<file path="src/rtl/cps_pkg.sv">
package cps_pkg;
   localparam int PS_COUNT = 5;

   typedef enum logic [2:0] {
      PS_RUN   = 3'd0,
      PS_HALT  = 3'd1,
      PS_GRANT = 3'd2,
      PS_SNOOP = 3'd3,
      PS_SLEEP = 3'd4
   } pstate_e;

   function automatic logic [PS_COUNT-1:0] ps_onehot(input pstate_e s);
      logic [PS_COUNT-1:0] v;
      v = '0;
      v[int'(s)] = 1'b1;
      return v;
   endfunction
endpackage

</file>
<file path="src/rtl/cps_countdown.sv">
module cps_countdown #(
   parameter int W = 5
) (
   input  logic         clk,
   input  logic         rst_n,
   input  logic         load,
   input  logic         clear,
   input  logic [W-1:0] load_val,
   output logic         nz
);
   logic [W-1:0] cnt;

   always_ff @(posedge clk or negedge rst_n) begin
      if (!rst_n)           cnt <= '0;
      else if (clear)       cnt <= '0;
      else if (load)        cnt <= load_val;
      else if (cnt != '0)   cnt <= cnt - 1'b1;
   end

   assign nz = (cnt != '0);


   count_step_chk: assert property (@(posedge clk) disable iff (!rst_n)
      (nz && !load && !clear) |=> (cnt == $past(cnt) - 1'b1));
endmodule

</file>
<file path="src/rtl/cps_seq_guard.sv">
module cps_seq_guard #(
   parameter int SLEEP_GAP = 10,
   parameter int GAP_W     = 4,
   parameter bit CHECK_EN  = 1'b1
) (
   input  logic clk,
   input  logic rst_n,
   input  logic sleep_exit,
   input  logic stop_rel_grant,
   input  logic stop_rel_sleep,
   output logic seq_err
);
   generate
      if (CHECK_EN) begin : g_guard
         logic gap_nz;
         logic err_q;

         cps_countdown #(.W(GAP_W)) u_gap (
            .clk      (clk),
            .rst_n    (rst_n),
            .load     (sleep_exit),
            .clear    (1'b0),
            .load_val (GAP_W'(SLEEP_GAP - 1)),
            .nz       (gap_nz)
         );

         always_ff @(posedge clk or negedge rst_n) begin
            if (!rst_n) err_q <= 1'b0;
            else if ((stop_rel_grant && gap_nz) || stop_rel_sleep) err_q <= 1'b1;
         end

         assign seq_err = err_q;


         err_sticky_chk: assert property (@(posedge clk) disable iff (!rst_n)
            err_q |=> err_q);
      end else begin : g_noguard
         assign seq_err = 1'b0;
      end
   endgenerate
endmodule

</file>
<file path="src/rtl/cps_state_fsm.sv">
module cps_state_fsm
   import cps_pkg::*;
#(
   parameter int GRANT_DELAY = 20,
   parameter int DLY_W       = 5,
   parameter int WAKE_W      = 5
) (
   input  logic              clk,
   input  logic              rst_n,
   input  logic              halt_exec,
   input  logic              stopclk_n,
   input  logic              sleep_n,
   input  logic              sys_reset,
   input  logic [WAKE_W-1:0] wake_req,
   input  logic              snoop,
   input  logic              sga_resp,
   output pstate_e           state,
   output logic              sga_req,
   output logic              core_init,
   output logic              sleep_exit,
   output logic              stop_rel_grant,
   output logic              stop_rel_sleep
);
   pstate_e nxt;
   logic    stop_q, pend, armed, from_halt, ret_grant;
   logic    stop_fall, req_ok, in_run_halt, cancel, resp_take, grant_go, dly_nz;

   assign stop_fall   = !stopclk_n && stop_q;
   assign req_ok      = (state != PS_GRANT) && (state != PS_SLEEP);
   assign in_run_halt = (state == PS_RUN) || (state == PS_HALT);
   assign cancel      = stopclk_n || (sys_reset && (state != PS_GRANT));
   assign resp_take   = pend && sga_resp && !cancel;
   assign grant_go    = armed && !dly_nz && in_run_halt && !cancel;

   cps_countdown #(.W(DLY_W)) u_dly (
      .clk      (clk),
      .rst_n    (rst_n),
      .load     (resp_take),
      .clear    (cancel),
      .load_val (DLY_W'(GRANT_DELAY - 1)),
      .nz       (dly_nz)
   );

   always_comb begin
      nxt = state;
      unique case (state)
         PS_RUN: begin
            if (sys_reset)      nxt = PS_RUN;
            else if (grant_go)  nxt = PS_GRANT;
            else if (halt_exec) nxt = PS_HALT;
         end
         PS_HALT: begin
            if (sys_reset)      nxt = PS_RUN;
            else if (grant_go)  nxt = PS_GRANT;
            else if (|wake_req) nxt = PS_RUN;
            else if (snoop)     nxt = PS_SNOOP;
         end
         PS_GRANT: begin
            if (sys_reset)      nxt = PS_GRANT;
            else if (stopclk_n) nxt = from_halt ? PS_HALT : PS_RUN;
            else if (!sleep_n)  nxt = PS_SLEEP;
            else if (snoop)     nxt = PS_SNOOP;
         end
         PS_SNOOP: begin
            if (sys_reset)      nxt = PS_RUN;
            else if (!snoop)    nxt = ret_grant ? PS_GRANT : PS_HALT;
         end
         PS_SLEEP: begin
            if (sys_reset)      nxt = PS_RUN;
            else if (sleep_n)   nxt = PS_GRANT;
         end
         default:               nxt = PS_RUN;
      endcase
   end

   always_ff @(posedge clk or negedge rst_n) begin
      if (!rst_n) begin
         state     <= PS_RUN;
         stop_q    <= 1'b1;
         sga_req   <= 1'b0;
         core_init <= 1'b0;
         pend      <= 1'b0;
         armed     <= 1'b0;
         from_halt <= 1'b0;
         ret_grant <= 1'b0;
      end else begin
         state     <= nxt;
         stop_q    <= stopclk_n;
         sga_req   <= stop_fall && req_ok && !sys_reset;
         core_init <= sys_reset;
         if (cancel)                      pend <= 1'b0;
         else if (stop_fall && req_ok)    pend <= 1'b1;
         else if (resp_take)              pend <= 1'b0;
         if (cancel)                      armed <= 1'b0;
         else if (resp_take)              armed <= 1'b1;
         else if (grant_go)               armed <= 1'b0;
         if (grant_go)                    from_halt <= (state == PS_HALT);
         if (nxt == PS_SNOOP && state != PS_SNOOP) ret_grant <= (state == PS_GRANT);
      end
   end

   assign sleep_exit     = (state == PS_SLEEP) && sleep_n && !sys_reset;
   assign stop_rel_grant = (state == PS_GRANT) && stopclk_n && !sys_reset;
   assign stop_rel_sleep = (state == PS_SLEEP) && stopclk_n;


   req_pulse_chk: assert property (@(posedge clk) disable iff (!rst_n)
      sga_req |=> !sga_req);


   grant_hold_chk: assert property (@(posedge clk) disable iff (!rst_n)
      (state == PS_GRANT && sys_reset) |=> (state == PS_GRANT && core_init));


   snoop_return_chk: assert property (@(posedge clk) disable iff (!rst_n)
      (state == PS_SNOOP && !snoop && !sys_reset) |=> (state == PS_GRANT || state == PS_HALT));


   sleep_entry_chk: assert property (@(posedge clk) disable iff (!rst_n)
      $rose(state == PS_SLEEP) |-> ($past(state) == PS_GRANT));
endmodule

</file>
<file path="src/rtl/clkctl_pstate.sv">
module clkctl_pstate
   import cps_pkg::*;
#(
   parameter int GRANT_DELAY  = 20,
   parameter int SLEEP_GAP    = 10,
   parameter int WAKE_W       = 5,
   parameter bit SEQ_CHECK_EN = 1'b1
) (
   input  logic              clk,
   input  logic              rst_n,
   input  logic              halt_exec,
   input  logic              stopclk_n,
   input  logic              sleep_n,
   input  logic              sys_reset,
   input  logic [WAKE_W-1:0] wake_req,
   input  logic              snoop,
   input  logic              sga_resp,
   output logic [4:0]        pstate,
   output logic              core_clk_en,
   output logic              sga_req,
   output logic              core_init,
   output logic              seq_err
);
   localparam int DLY_W = $clog2(GRANT_DELAY + 1);
   localparam int GAP_W = $clog2(SLEEP_GAP + 1);

   generate
      if (GRANT_DELAY < 1) begin : g_bad_delay
         $error("GRANT_DELAY must be at least 1");
      end
      if (SLEEP_GAP < 1) begin : g_bad_gap
         $error("SLEEP_GAP must be at least 1");
      end
      if (WAKE_W < 1) begin : g_bad_wake
         $error("WAKE_W must be at least 1");
      end
   endgenerate

   pstate_e state;
   logic    sleep_exit, stop_rel_grant, stop_rel_sleep;

   cps_state_fsm #(
      .GRANT_DELAY (GRANT_DELAY),
      .DLY_W       (DLY_W),
      .WAKE_W      (WAKE_W)
   ) u_fsm (
      .clk            (clk),
      .rst_n          (rst_n),
      .halt_exec      (halt_exec),
      .stopclk_n      (stopclk_n),
      .sleep_n        (sleep_n),
      .sys_reset      (sys_reset),
      .wake_req       (wake_req),
      .snoop          (snoop),
      .sga_resp       (sga_resp),
      .state          (state),
      .sga_req        (sga_req),
      .core_init      (core_init),
      .sleep_exit     (sleep_exit),
      .stop_rel_grant (stop_rel_grant),
      .stop_rel_sleep (stop_rel_sleep)
   );

   cps_seq_guard #(
      .SLEEP_GAP (SLEEP_GAP),
      .GAP_W     (GAP_W),
      .CHECK_EN  (SEQ_CHECK_EN)
   ) u_guard (
      .clk            (clk),
      .rst_n          (rst_n),
      .sleep_exit     (sleep_exit),
      .stop_rel_grant (stop_rel_grant),
      .stop_rel_sleep (stop_rel_sleep),
      .seq_err        (seq_err)
   );

   assign pstate      = ps_onehot(state);
   assign core_clk_en = (state == PS_RUN);


   state_onehot_chk: assert property (@(posedge clk) disable iff (!rst_n)
      $countones(pstate) == 1);


   clk_gate_chk: assert property (@(posedge clk) disable iff (!rst_n)
      core_clk_en |-> !pstate[1] && !pstate[2] && !pstate[4]);
endmodule

</file>
<file path="config.mk">
export PLATFORM = sky130hd
export DESIGN_NAME = clkctl_pstate
export DESIGN_NICKNAME = d
export VERILOG_FILES = /design/src/rtl/cps_pkg.sv /design/src/rtl/cps_countdown.sv /design/src/rtl/cps_seq_guard.sv /design/src/rtl/cps_state_fsm.sv /design/src/rtl/clkctl_pstate.sv
export SDC_FILE = /design/constraint.sdc
export NUM_CORES = 1
export LEC_CHECK = 0
export BUFFER_PORTS_ARGS = -buffer_cell sky130_fd_sc_hd__buf_2
export CAP_MARGIN = 25
export CORE_MARGIN = 3
export CORE_UTILIZATION = 43
export DETAILED_ROUTE_END_ITERATION = 7
export GPL_ROUTABILITY_DRIVEN = 0
export SLEW_MARGIN = 25
export SYNTH_ARGS = -nofsm -noshare
export SYNTH_HDL_FRONTEND = slang
export SYNTH_HIERARCHICAL = 1
export SYNTH_SLANG_ARGS = --single-unit
</file>
<file path="constraint.sdc">
create_clock -name clk -period 4 [get_ports clk]
set_clock_uncertainty 0.15 [all_clocks]
set_input_delay 0.4 -clock clk [delete_from_list [all_inputs] [get_ports clk]]
set_output_delay 0.4 -clock clk [all_outputs]
set_load 0.1 [all_outputs]
</file>
==> flow_summary.ini <==
[clock_tree]
cts_made_buffers = 3
cts.sinks = 20
tritoncts = done
clk_pin_slew_worst_paths_ns = 0.12
cts_max_level = 1
clock_latency_at_the_later_pin_of_the_worst_skew_pair_ns = 0.31
post_cts_buffers = 0
ctsLongestPathBuffers = 2
clockRootBuffer = sky130_fd_sc_hd__clkbuf_4

[finish]
number_of_flip_flops_under_the_largest_register_name = 5
multi_input_area_um2 = 702
final_net_count = 176
top_register = u_fsm/u_dly/cnt
layout_filler_cell_count = 247
antenna-diode-count = 0
area_delta_synth_final_pct = 16.9
final_layout_size_suffix_gt1_frac = 0.194
largest_registers = u_fsm/u_dly/cnt: 5 flops, u_guard/g_guard.u_gap/cnt: 4 flops, u_fsm/state: 3 flops
register_area_um2 = 502
fin_cells = 190

[timing]
max_freq_mhz = 386
worst_slew_pin_slew_ns = 0.549
worst_slack_ns = 1.41
rsz0062_at_grt = false
hold_viol_final = 0
headroom_to_the_max_slew_limit = 0.634
tns_ns = 0
post-route-period-util = 0.647
layout_min_cycle_time_ns = 2.59
finalSetupViolations = 0
slew_viol_final = 0

[place]
pre_cts_ws_ns = 1.47
hpwl_mm = 1.94
placedCellCount = 185
numPortBuffers = 21

[detailed_routing]
final_antenna_net_count = 0
detailedRoute.firstPassIterationCount = 6
wirelength_mm = 2.65
vias = 1041
initialDrtViolationCount = 44
remaining_drc_errors = 0
wl_per_cell_um = 13.9
vias_per_cell = 5.48

[setup_path]
slowest_stage = sky130_fd_sc_hd__dfrtp_1
crit_chain = nand2b_2 -> or2_1 -> a21o_1 -> nor2_1 -> nor3_1 -> a221o_1
worst-endpoint-arrival_ns = 2.62
critical_path.max_stage_delay_ns = 0.56
critical_path.top_delay_family = simple AND/OR/NAND/NOR gates
worst_setup_path_end_kind = flip-flop
critPathRequiredTime_ns = 4.03
worst-setup-path-type = flip-flop to flip-flop
path_buf_inv = 0
startpoint_type = flip-flop
path_max_fanout = 14

[floorplan]
row_count = 18
fp.coreArea_um2 = 2590
dieArea_um2 = 3550
fp.dieW_um = 59.6
die_h_um = 59.6
top_level_ports = 22
initial_core_util = 0.476

[synthesis]
synth.top_cells.by_count = sky130_fd_sc_hd__dfrtp_1, sky130_fd_sc_hd__inv_1, sky130_fd_sc_hd__nor2_1
synth.distinct_cells = 48
synthesis.instances = 132
average_size_of_a_mapped_cell_um2 = 9.35
ys_seq_area_frac = 0.407
yosysWarnings = 6
synth-edff-count = 0
synth.ff_latch_count = 20
main_flop_type_after_synthesis = sky130_fd_sc_hd__dfrtp_1
synthDominantAreaCellType = sky130_fd_sc_hd__dfrtp_1
main_area_contributors_after_synthesis = sky130_fd_sc_hd__dfrtp_1, sky130_fd_sc_hd__nor3_1, sky130_fd_sc_hd__nor2b_1
yosysTopAreaCellShare = 0.385
mappedNetlistArea_um2 = 1230
yosysMostFrequentCell = sky130_fd_sc_hd__dfrtp_1
share_of_flip_flops_with_an_asynchronous_set_or_reset = 1.00

[global_route]
initial_antenna_violation_count = 0
globalRoute.totalOverflow = 0
track_usage = 0.170
grt_first_pass_wirelength_mm = 4.57
grt_start_max_net_pins = 21
first_global_vias = 1036

[power_and_ir_drop]
sequentialPowerShare = 0.370
power.switching_w = 0.000250
swShare = 0.352
share_comb_of_total_power = 0.400
ir_worst_vdd_v = 0.000497
power-per-cell-area_nw_per_um2 = 491
power.leakage_nw = 0.679
report.power.total_w = 0.000709
power.share.clock = 0.229
internal-power_w = 0.000459

[status]
run_status = completed

[flow_run]
timing.max_cap.violations = 0

[worst_hold_path]
min_path_type = input port to flip-flop
==> power groups by stage <==
stage	registers (W)	clock network, W	logic (W)
2_1_floorplan	0.000282	0	0.000217
3_3_place_gp	0.000264	0	0.000275
3_5_place_dp	0.000265	0	0.000285
4_1_cts	0.000262	0.000168	0.000286
5_1_grt	0.000268	0.000179	0.000320
6_report	0.000263	0.000162	0.000284
==> cell usage in the layout (no fill, tap or decap), types with 2 or more instances in the layout <==
cell / count
sky130_fd_sc_hd__clkbuf_4: 3
sky130_fd_sc_hd__a22o_1: 3
sky130_fd_sc_hd__nor4_1: 4
sky130_fd_sc_hd__nor3_1: 8
sky130_fd_sc_hd__nor2b_1: 6
sky130_fd_sc_hd__or3b_1: 2
sky130_fd_sc_hd__dfrtp_1: 19
sky130_fd_sc_hd__nand2b_1: 4
sky130_fd_sc_hd__a311oi_1: 2
sky130_fd_sc_hd__nor3b_1: 4
sky130_fd_sc_hd__a221o_1: 2
sky130_fd_sc_hd__o31ai_1: 2
sky130_fd_sc_hd__conb_1: 13
sky130_fd_sc_hd__buf_2: 21
sky130_fd_sc_hd__a21o_1: 2
sky130_fd_sc_hd__ha_1: 2
sky130_fd_sc_hd__o211ai_1: 3
sky130_fd_sc_hd__nor2_1: 9
sky130_fd_sc_hd__xnor2_1: 3
sky130_fd_sc_hd__inv_1: 9
sky130_fd_sc_hd__nand2_1: 5
sky130_fd_sc_hd__a21oi_1: 7
==> worst reg2reg max path, stage by stage (launching register included) <==
cell	delay, ns
sky130_fd_sc_hd__dfrtp_1	0.56
sky130_fd_sc_hd__nand2b_2	0.32
sky130_fd_sc_hd__or2_1	0.26
sky130_fd_sc_hd__a21o_1	0.30
sky130_fd_sc_hd__nor2_1	0.43
sky130_fd_sc_hd__nor3_1	0.11
sky130_fd_sc_hd__a221o_1	0.32
==> routing by layer <==
metal | vias to the layer above | part of all wire | GRT usage
met1 | 489 | 0.46 | 0.215
met3 | 4 | 0.068 | 0.0523
met4 | 0 | 0.0087 | 0.0411
met5 | - | 0 | 0
li1 | 516 | - | -
met2 | 32 | 0.47 | 0.284
==> final cells by class <==
cell class	count	share of cell area
repair buffers	22	0.0798
flip-flops and latches	20	0.348
well taps	30	0.0260
inverters	9	0.0234
clock buffers	3	0.0156
multi-input cells	105	0.487
clock inverters	1	0.0208
==> per-stage QoR <==
stage           util  hold slack (ns)  area (um^2)
2_1_floorplan      -          -0.0456         1270
3_3_place_gp   0.533            0.224         1380
3_5_place_dp   0.533            0.225         1380
4_1_cts        0.557           0.0692         1440
5_1_grt        0.557           0.0572         1440
6_report       0.557           0.0798         1440
==> final timing paths <==
check	slack (ns)	depth (start not counted)	to	startpoint
min	0.08	1	u_fsm/stop_q	stopclk_n
min in group asynchronous	0.40	2	u_fsm/state[1]	rst_n
max reg2reg	1.41	6	u_fsm/u_dly/cnt[0]	u_fsm/state[2]
min reg2reg	0.37	1	u_guard/seq_err	u_guard/seq_err
max	1.41	6	u_fsm/u_dly/cnt[0]	u_fsm/state[2]
max in group asynchronous	2.96	2	u_fsm/stop_q	rst_n
==> cells by family after synthesis <==
logic type / after synthesis / synth area share
XOR/XNOR: 4 / 0.0284
other: 4 / 0.0122
flip-flops: 20 / 0.407
AO/OA/AOI/OAI: 32 / 0.201
adder cells (fa/ha/maj): 2 / 0.0203
buffers and inverters: 16 / 0.0517
AND/OR/NAND/NOR: 52 / 0.263
multiplexers: 2 / 0.0172
==> repair_timing <==
item	CTS	global route
hold buffers	1	0
resized for setup	0	0
endpoints found under the hold margin	19	0
(Power assumes the default switching activity.)
